$ cat src/rtl/mseq_pkg.sv
package mseq_pkg;
  typedef struct packed {
    logic [4:0] op;
    logic [7:0] a;
    logic [7:0] b;
    logic [7:0] c;
  } instr_t;

  localparam int INSTR_W = $bits(instr_t);

  localparam logic [4:0] OP_RFETCH  = 5'd2;
  localparam logic [4:0] OP_RSET    = 5'd3;
  localparam logic [4:0] OP_RWR     = 5'd4;
  localparam logic [4:0] OP_DELAY   = 5'd5;
  localparam logic [4:0] OP_LDBR    = 5'd6;
  localparam logic [4:0] OP_DECBR   = 5'd7;
  localparam logic [4:0] OP_BRANY   = 5'd8;
  localparam logic [4:0] OP_BRNONE  = 5'd9;
  localparam logic [4:0] OP_RET     = 5'd10;
  localparam logic [4:0] OP_LDPTR   = 5'd12;
  localparam logic [4:0] OP_BRSTATE = 5'd14;
  localparam logic [4:0] OP_SUBRET  = 5'd15;
  localparam logic [4:0] OP_CALL    = 5'd16;
  localparam logic [4:0] OP_PWR     = 5'd17;
  localparam logic [4:0] OP_PFETCH  = 5'd18;

  localparam logic [1:0] SEL_DATA = 2'd0;
  localparam logic [1:0] SEL_STAT = 2'd1;
  localparam logic [1:0] SEL_CTRL = 2'd2;

  localparam logic [7:0] ERR_OPEN   = 8'hFC;
  localparam logic [7:0] ERR_BADOP  = 8'hFD;
  localparam logic [7:0] ERR_NEST   = 8'hFE;
  localparam logic [7:0] ERR_ORPHAN = 8'hFF;

  typedef enum logic [2:0] {
    S_IDLE, S_FETCH, S_EXEC, S_WAIT, S_PRD, S_PWR, S_PFT
  } state_e;
endpackage

$ cat src/rtl/mseq_sdp_ram.sv
module mseq_sdp_ram #(
  parameter int AW = 6,
  parameter int DW = 8
) (
  input  logic          clk,
  input  logic          we,
  input  logic [AW-1:0] waddr,
  input  logic [DW-1:0] wdata,
  input  logic          re,
  input  logic [AW-1:0] raddr,
  output logic [DW-1:0] rdata
);
  localparam int DEPTH = 1 << AW;

  logic [DW-1:0] mem [DEPTH];

  always_ff @(posedge clk) begin
    if (we) mem[waddr] <= wdata;
    if (re) rdata <= mem[raddr];
  end
endmodule

$ cat src/rtl/mseq_us_timer.sv
module mseq_us_timer #(
  parameter int PRESCALE = 250
) (
  input  logic       clk,
  input  logic       rst,
  input  logic       load,
  input  logic [7:0] us_in,
  output logic       fin
);
  localparam int PW = (PRESCALE > 1) ? $clog2(PRESCALE) : 1;
  localparam logic [PW-1:0] PRE_TOP = PW'(PRESCALE - 1);

  logic [PW-1:0] pre;
  logic [7:0]    us_left;
  logic          run;

  always_ff @(posedge clk) begin
    if (rst) begin
      pre     <= '0;
      us_left <= '0;
      run     <= 1'b0;
      fin     <= 1'b0;
    end else begin
      fin <= 1'b0;
      if (load) begin
        us_left <= us_in;
        pre     <= PRE_TOP;
        run     <= 1'b1;
      end else if (run) begin
        if (pre == '0) begin
          if (us_left == 8'd1) begin
            run <= 1'b0;
            fin <= 1'b1;
          end else begin
            us_left <= us_left - 8'd1;
            pre     <= PRE_TOP;
          end
        end else begin
          pre <= pre - 1'b1;
        end
      end
    end
  end
endmodule

$ cat src/rtl/mseq_branch_unit.sv
module mseq_branch_unit
  import mseq_pkg::*;
(
  input  logic [4:0]        op,
  input  logic [7:0]        mask_hi,
  input  logic [7:0]        mask_lo,
  input  logic [7:0]        status,
  input  logic signed [7:0] loop_next,
  output logic              take
);
  always_comb begin
    case (op)
      OP_DECBR:   take = (loop_next > 8'sd0);
      OP_BRANY:   take = |(status & mask_hi);
      OP_BRNONE:  take = |(~status & mask_hi);
      OP_BRSTATE: take = ((status & mask_hi) == mask_hi) && ((status & mask_lo) == 8'h00);
      default:    take = 1'b0;
    endcase
  end
endmodule

$ cat src/rtl/mseq_engine.sv
module mseq_engine
  import mseq_pkg::*;
#(
  parameter int IMEM_AW = 6,
  parameter int BUF_AW  = 8,
  parameter int CLK_MHZ = 250
) (
  input  logic               clk,
  input  logic               rst,
  input  logic               prog_we,
  input  logic [IMEM_AW-1:0] prog_addr,
  input  logic [INSTR_W-1:0] prog_word,
  input  logic               buf_we,
  input  logic [BUF_AW-1:0]  buf_addr,
  input  logic [7:0]         buf_wdata,
  input  logic [BUF_AW-1:0]  buf_raddr,
  output logic [7:0]         buf_rdata,
  input  logic               start,
  input  logic [7:0]         pp_din,
  input  logic [7:0]         pp_status,
  output logic [7:0]         pp_dout,
  output logic [7:0]         pp_ctrl,
  output logic               busy,
  output logic               done,
  output logic [7:0]         ret_code
);
  state_e              state;
  logic [IMEM_AW-1:0]  pc, ret_pc, pc_inc, pc_tgt;
  logic [BUF_AW-1:0]   ptr;
  logic signed [7:0]   loop_q, loop_next;
  logic [7:0]          cnt;
  logic                sub_open;
  logic [INSTR_W-1:0]  imem_q;
  instr_t              ir;
  logic                take, tmr_load, tmr_fin;

  // buffer ports
  logic               bw_en;
  logic [BUF_AW-1:0]  bw_addr, br_addr;
  logic [7:0]         bw_data, buf_q;

  // register access
  logic [1:0] rsel;
  logic [7:0] rd_val, cur_val, reg_wval;
  logic       reg_we;

  assign ir        = instr_t'(imem_q);
  assign pc_inc    = pc + 1'b1;
  assign pc_tgt    = IMEM_AW'(int'(pc) + 1 + int'($signed(ir.c)));
  assign loop_next = loop_q - 8'sd1;
  assign tmr_load  = (state == S_EXEC) && (ir.op == OP_DELAY) && (ir.a != 8'd0);
  assign buf_rdata = buf_q;

  mseq_sdp_ram #(.AW(IMEM_AW), .DW(INSTR_W)) u_imem (
    .clk(clk), .we(prog_we), .waddr(prog_addr), .wdata(prog_word),
    .re(state == S_FETCH), .raddr(pc), .rdata(imem_q)
  );

  mseq_sdp_ram #(.AW(BUF_AW), .DW(8)) u_buf (
    .clk(clk), .we(bw_en), .waddr(bw_addr), .wdata(bw_data),
    .re(1'b1), .raddr(br_addr), .rdata(buf_q)
  );

  mseq_us_timer #(.PRESCALE(CLK_MHZ)) u_timer (
    .clk(clk), .rst(rst), .load(tmr_load), .us_in(ir.a), .fin(tmr_fin)
  );

  mseq_branch_unit u_branch (
    .op(ir.op), .mask_hi(ir.a), .mask_lo(ir.b), .status(pp_status),
    .loop_next(loop_next), .take(take)
  );

  // register select and read paths
  always_comb begin
    rsel = (ir.op == OP_PWR || ir.op == OP_PFETCH) ? ir.b[1:0] : ir.a[1:0];
    case (rsel)
      SEL_DATA: begin rd_val = pp_din;    cur_val = pp_dout; end
      SEL_STAT: begin rd_val = pp_status; cur_val = 8'h00;   end
      SEL_CTRL: begin rd_val = pp_ctrl;   cur_val = pp_ctrl; end
      default:  begin rd_val = 8'h00;     cur_val = 8'h00;   end
    endcase
  end

  // register write path
  always_comb begin
    reg_we   = 1'b0;
    reg_wval = 8'h00;
    if (state == S_EXEC && ir.op == OP_RWR) begin
      reg_we   = 1'b1;
      reg_wval = ir.b;
    end else if (state == S_EXEC && ir.op == OP_RSET) begin
      reg_we   = 1'b1;
      reg_wval = (cur_val | ir.b) & ~ir.c;
    end else if (state == S_PWR) begin
      reg_we   = 1'b1;
      reg_wval = buf_q;
    end
  end

  // buffer port arbitration: engine while busy, host while idle
  always_comb begin
    br_addr = busy ? ptr : buf_raddr;
    bw_en   = 1'b0;
    bw_addr = '0;
    bw_data = 8'h00;
    if (state == S_EXEC && ir.op == OP_RFETCH) begin
      bw_en   = 1'b1;
      bw_addr = BUF_AW'(ir.c);
      bw_data = rd_val & ir.b;
    end else if (state == S_PFT) begin
      bw_en   = 1'b1;
      bw_addr = ptr;
      bw_data = rd_val & ir.c;
    end else if (!busy) begin
      bw_en   = buf_we;
      bw_addr = buf_addr;
      bw_data = buf_wdata;
    end
  end

  always_ff @(posedge clk) begin
    if (rst) begin
      pp_dout <= 8'h00;
      pp_ctrl <= 8'h00;
    end else if (reg_we) begin
      case (rsel)
        SEL_DATA: pp_dout <= reg_wval;
        SEL_CTRL: pp_ctrl <= reg_wval;
        default:  ;
      endcase
    end
  end

  // sequencer
  always_ff @(posedge clk) begin
    if (rst) begin
      state    <= S_IDLE;
      pc       <= '0;
      ret_pc   <= '0;
      ptr      <= '0;
      loop_q   <= 8'sd0;
      cnt      <= 8'd0;
      sub_open <= 1'b0;
      busy     <= 1'b0;
      done     <= 1'b0;
      ret_code <= 8'h00;
    end else begin
      done <= 1'b0;
      case (state)
        S_IDLE: begin
          if (start) begin
            pc       <= '0;
            ptr      <= '0;
            loop_q   <= 8'sd0;
            sub_open <= 1'b0;
            busy     <= 1'b1;
            state    <= S_FETCH;
          end
        end
        S_FETCH: state <= S_EXEC;
        S_EXEC: begin
          pc    <= pc_inc;
          state <= S_FETCH;
          case (ir.op)
            OP_RFETCH, OP_RSET, OP_RWR: ;
            OP_LDBR:  loop_q <= signed'(ir.a);
            OP_LDPTR: ptr <= BUF_AW'(ir.a);
            OP_DELAY: if (ir.a != 8'd0) begin pc <= pc; state <= S_WAIT; end
            OP_DECBR: begin
              loop_q <= loop_next;
              if (take) pc <= pc_tgt;
            end
            OP_BRANY, OP_BRNONE, OP_BRSTATE: if (take) pc <= pc_tgt;
            OP_CALL: begin
              if (sub_open) begin
                state <= S_IDLE; busy <= 1'b0; done <= 1'b1; ret_code <= ERR_NEST;
              end else begin
                ret_pc   <= pc_inc;
                pc       <= IMEM_AW'(ir.a);
                sub_open <= 1'b1;
              end
            end
            OP_SUBRET: begin
              if (!sub_open) begin
                state <= S_IDLE; busy <= 1'b0; done <= 1'b1; ret_code <= ERR_ORPHAN;
              end else begin
                pc       <= ret_pc;
                sub_open <= 1'b0;
              end
            end
            OP_RET: begin
              state    <= S_IDLE;
              busy     <= 1'b0;
              done     <= 1'b1;
              ret_code <= sub_open ? ERR_OPEN : ir.a;
            end
            OP_PWR, OP_PFETCH: begin
              if (ir.a != 8'd0) begin
                pc    <= pc;
                cnt   <= ir.a;
                state <= (ir.op == OP_PWR) ? S_PRD : S_PFT;
              end
            end
            default: begin
              state <= S_IDLE; busy <= 1'b0; done <= 1'b1; ret_code <= ERR_BADOP;
            end
          endcase
        end
        S_WAIT: begin
          if (tmr_fin) begin
            pc    <= pc_inc;
            state <= S_FETCH;
          end
        end
        S_PRD: state <= S_PWR;
        S_PWR, S_PFT: begin
          ptr <= ptr + 1'b1;
          if (cnt == 8'd1) begin
            pc    <= pc_inc;
            state <= S_FETCH;
          end else begin
            cnt   <= cnt - 8'd1;
            state <= (state == S_PWR) ? S_PRD : S_PFT;
          end
        end
        default: state <= S_IDLE;
      endcase
    end
  end
endmodule

$ cat config.mk
export PLATFORM = sky130hd
export DESIGN_NAME = mseq_engine
export DESIGN_NICKNAME = d
export VERILOG_FILES = /design/src/rtl/mseq_pkg.sv /design/src/rtl/mseq_sdp_ram.sv /design/src/rtl/mseq_us_timer.sv /design/src/rtl/mseq_branch_unit.sv /design/src/rtl/mseq_engine.sv
export SDC_FILE = /design/constraint.sdc
export NUM_CORES = 2
export LEC_CHECK = 0
export ABC_AREA = 1
export BUFFER_PORTS_ARGS = -buffer_cell sky130_fd_sc_hd__buf_2
export CAP_MARGIN = 10
export CORE_MARGIN = 4
export CORE_UTILIZATION = 50
export CTS_CLUSTER_SIZE = 40
export DETAILED_ROUTE_END_ITERATION = 10
export PLACE_DENSITY = 0.68
export SYNTH_ARGS = -nofsm -noshare
export SYNTH_HDL_FRONTEND = slang
export SYNTH_SLANG_ARGS = --single-unit
$ cat constraint.sdc
create_clock -name clk -period 14 [get_ports clk]
set_input_delay 0.7 -clock clk [delete_from_list [all_inputs] [get_ports clk]]
set_output_delay 0.7 -clock clk [all_outputs]
set_load 0.01 [all_outputs]
==> out/results.txt <==
status: finished, final reports clean
Final Instance Count excl. Fillers: 19,580
cell taking the most area after synthesis: edfxtp_1
gr usage total: 0.2657
synth top area cells: edfxtp_1, nand2_1, nand3_1, o21ai_0, inv_1
Setup TNS: 0 ns
CP Capture Type: flop
Post-CTS Setup Inserts: 0
routing usage on met1: 0.3490
DR iter-0 viols: 14,910
Routed Antenna Nets: 0
IO Pins: 114
post-synth top area share: 0.7010
post-cts resize count: 0
H-tree depth: 5
placed wire-length estimate: 256,800 µm
grt total ovfl: 0
Avg WL per Cell: 24.28 µm
cell count after synthesis: 14,940
First-pass DRT Iterations: 6
clock share of power: 0.326
clock root buffer: clkbuf_16
CP Cell Sequence: nor2_1 -> nand2_1 -> inv_1 -> o21ai_1 -> o21ai_0 -> nand2_1 -> inv_2 -> nand2_1 -> o211ai_1 -> nand3_1 -> a21oi_4 -> buf_4 -> buf_4 -> buf_4
count leader, synth: edfxtp_1
hold depth: 1
die area: 346,300 µm²
Top delay family on crit path: buffers and inverters
IO Port Bufs: 113
Pint: 21.31 mW
Post-DP Area: 173,500 µm²
CP Launch Type: flop
Netlist Area Pre-Place: 168,500 µm²
Mapped Avg Cell Area: 11.28 µm²
Setup CP Type: flop to flop
GPL Wtd Cong: 0.9416
Hold WC Path Type: primary input to flop
final instance area: 186,100 µm²
Util after Layout: 0.5564
syn nets: 15,030
crit path time final: 6.323 ns
met3 GRT Util: 0.03901
sw frac: 0.3292
Worst R2R End: u_buf.mem[92][0]
reg2reg path depth: 14
Fin Hold WS: 0.1838 ns
Worst Path Arrival: 6.89 ns
initial antenna violation count: 23
Tot Pwr: 31.78 mW
vias: 113,700
Max Clk Rate: 158.2 MHz
die width: 588.5 µm
DRC violations left: 0
TritonCTS clock tree: done
sequential share of power: 0.438
Placed Instances: 18,840
vias per cell: 5.810
fin crit share: 0.4516
Worst Skew: 0.08468 ns
Netlist cell types: 49
crit path max-delay cell type: buf_4
#FFs+latches synth: 4,025
VDD IR max: 0.0001308 V
top_reg_cell synth: edfxtp_1
CORE AREA: 334,500 µm²
PD cells: 170.7 nW/µm²
Leakage Power: 67.99 nW
Initial Util: 0.5037
first-pass GRT wire length: 693,900 µm
Final Max Slew Viols: 0
# Max-Cap Violations: 0
hold_buf cts: 0
clock slew seen by the registers of the worst setup and hold paths: 0.06 ns
CP Data Required Time: 14.57 ns
WP buf/inv: 5
sw power: 10.46 mW
FP Rows: 212
Ys Warns: 0
GR Util met2: 0.4308
Seq/Total Area, Yosys: 0.7119
worst skew pair latency: 0.97 ns
RSZ-0062 raised after global routing: no
HP Start: prog_word[24]
worst reg-to-reg setup slack: 7.68 ns
Synth-to-Final Area Change: 10.46%
Die Y-Extent: 588.5 µm
Setup WS post-layout: 7.677 ns
r2r startpoint: u_imem.rdata[26]
commonest cells in the netlist: edfxtp_1, nand2_1, nand3_1, inv_1, nor2_1
clk buf depth: 4
count of flip-flops with a built-in enable after synthesis: 3,933
clk sinks: 4,025
relative slew slack: 0.1755
busiest grt layer: met2
pre-CTS setup slack: 7.876 ns
crit-path max cell delay: 0.87 ns
Hold EP: u_imem.mem[58][24]
CTS Buf Count: 401
worst-margin pin slew: 1.237 ns
ys async rst share: 0
share of layout cells above drive strength 1: 0.07191
Final Hold Violating Endpoints: 0
Crit Path Max Fanout: 85
drt total wl: 475,300 µm
largest net degree at the start of global routing: 194
combinational cell fraction of total power: 0.236
Final #Nets: 14,840
vias in the first global route: 105,700
# setup viols final: 0
-- worst max-delay path by stage --
stage,from,endpoint,slack (ns),cells past startpoint
2_1_floorplan,u_imem.rdata[26],u_buf.mem[0][2],0.24,11
3_3_place_gp,u_imem.rdata[26],u_buf.mem[74][0],7.89,14
4_1_cts,u_imem.rdata[26],u_buf.mem[77][0],7.85,14
6_report,u_imem.rdata[26],u_buf.mem[92][0],7.68,14
3_5_place_dp,u_imem.rdata[26],u_buf.mem[75][0],7.88,14
5_1_grt,u_imem.rdata[26],u_buf.mem[76][0],7.37,14
-- state kept, by name, indices dropped and copies added (netlist names), 3 cells and up --
name / cells
cnt: 8
loop_q: 8
pc: 6
pp_ctrl: 8
pp_dout: 8
ptr: 8
ret_code: 8
ret_pc: 6
state: 3
u_buf.mem: 2048
u_buf.rdata: 8
u_imem.mem: 1856
u_imem.rdata: 29
u_timer.pre: 8
u_timer.us_left: 8
-- power by group through the flow --
stage / registers, mW / logic, mW / clock network, mW
detailed placement: 14.2 / 7.37 / 0
CTS: 13.9 / 7.39 / 10.4
floorplan: 14.1 / 4.68 / 0
global route: 13.9 / 8.10 / 11.0
finish: 13.9 / 7.50 / 10.4
global placement: 14.2 / 7.30 / 0
-- final cells by class --
class                      count  area [µm²]
clock buffer                 490       10530
sequential                  4025      120000
antenna                        8       20.02
timing repair buffer         327        2480
clock inverter               241        2024
tap                         4494        5623
inverter                    1616        6101
fill                       27200      148400
multi-input combinational   8375       39360
-- cell families (layout without fill, tap and decap cells) --
| group | Yosys count | in the layout | synth area share |
|---|---|---|---|
| flops | 4025 | 4025 | 0.7119 |
| buf+inv | 2538 | 2674 | 0.05848 |
| fa+ha+maj | 15 | 15 | 0.001159 |
| compound gates | 2183 | 2183 | 0.07323 |
| simple gates | 6158 | 6158 | 0.1542 |
| other cells | 0 | 8 | 0 |
| xor+xnor | 19 | 19 | 0.0009877 |
-- layer usage --
metal / vias to the layer above / share of wire
met5: - / 0.00015
met4: 10 / 0.060
met3: 1053 / 0.094
met2: 5913 / 0.47
met1: 55290 / 0.37
li1: 51470 / -
-- layout by cell type, fill, tap and decap left out, types with 12 or more instances in the layout --
cell type	synthesis	routed
edfxtp_1	3933	3933
nand2_1	2560	2545
nand3_1	1859	1859
inv_1	1601	1597
nor2_1	1565	1509
o21ai_0	1322	1317
o22ai_1	497	497
clkbuf_16	0	405
buf_4	2	190
o211ai_1	175	175
buf_2	249	113
clkinv_1	4	97
clkinv_2	0	85
dfxtp_1	92	85
clkbuf_1	603	77
a21oi_1	76	75
nor2_4	0	56
o221ai_1	55	55
nand3b_1	49	49
or2_2	34	34
nand2_2	20	27
bufinv_16	0	24
buf_12	0	23
nand4_1	18	18
nor3_1	19	18
ha_1	14	14
a31oi_1	13	13
xor2_1	12	12
No activity file was read; power rests on OpenSTA's default activity.
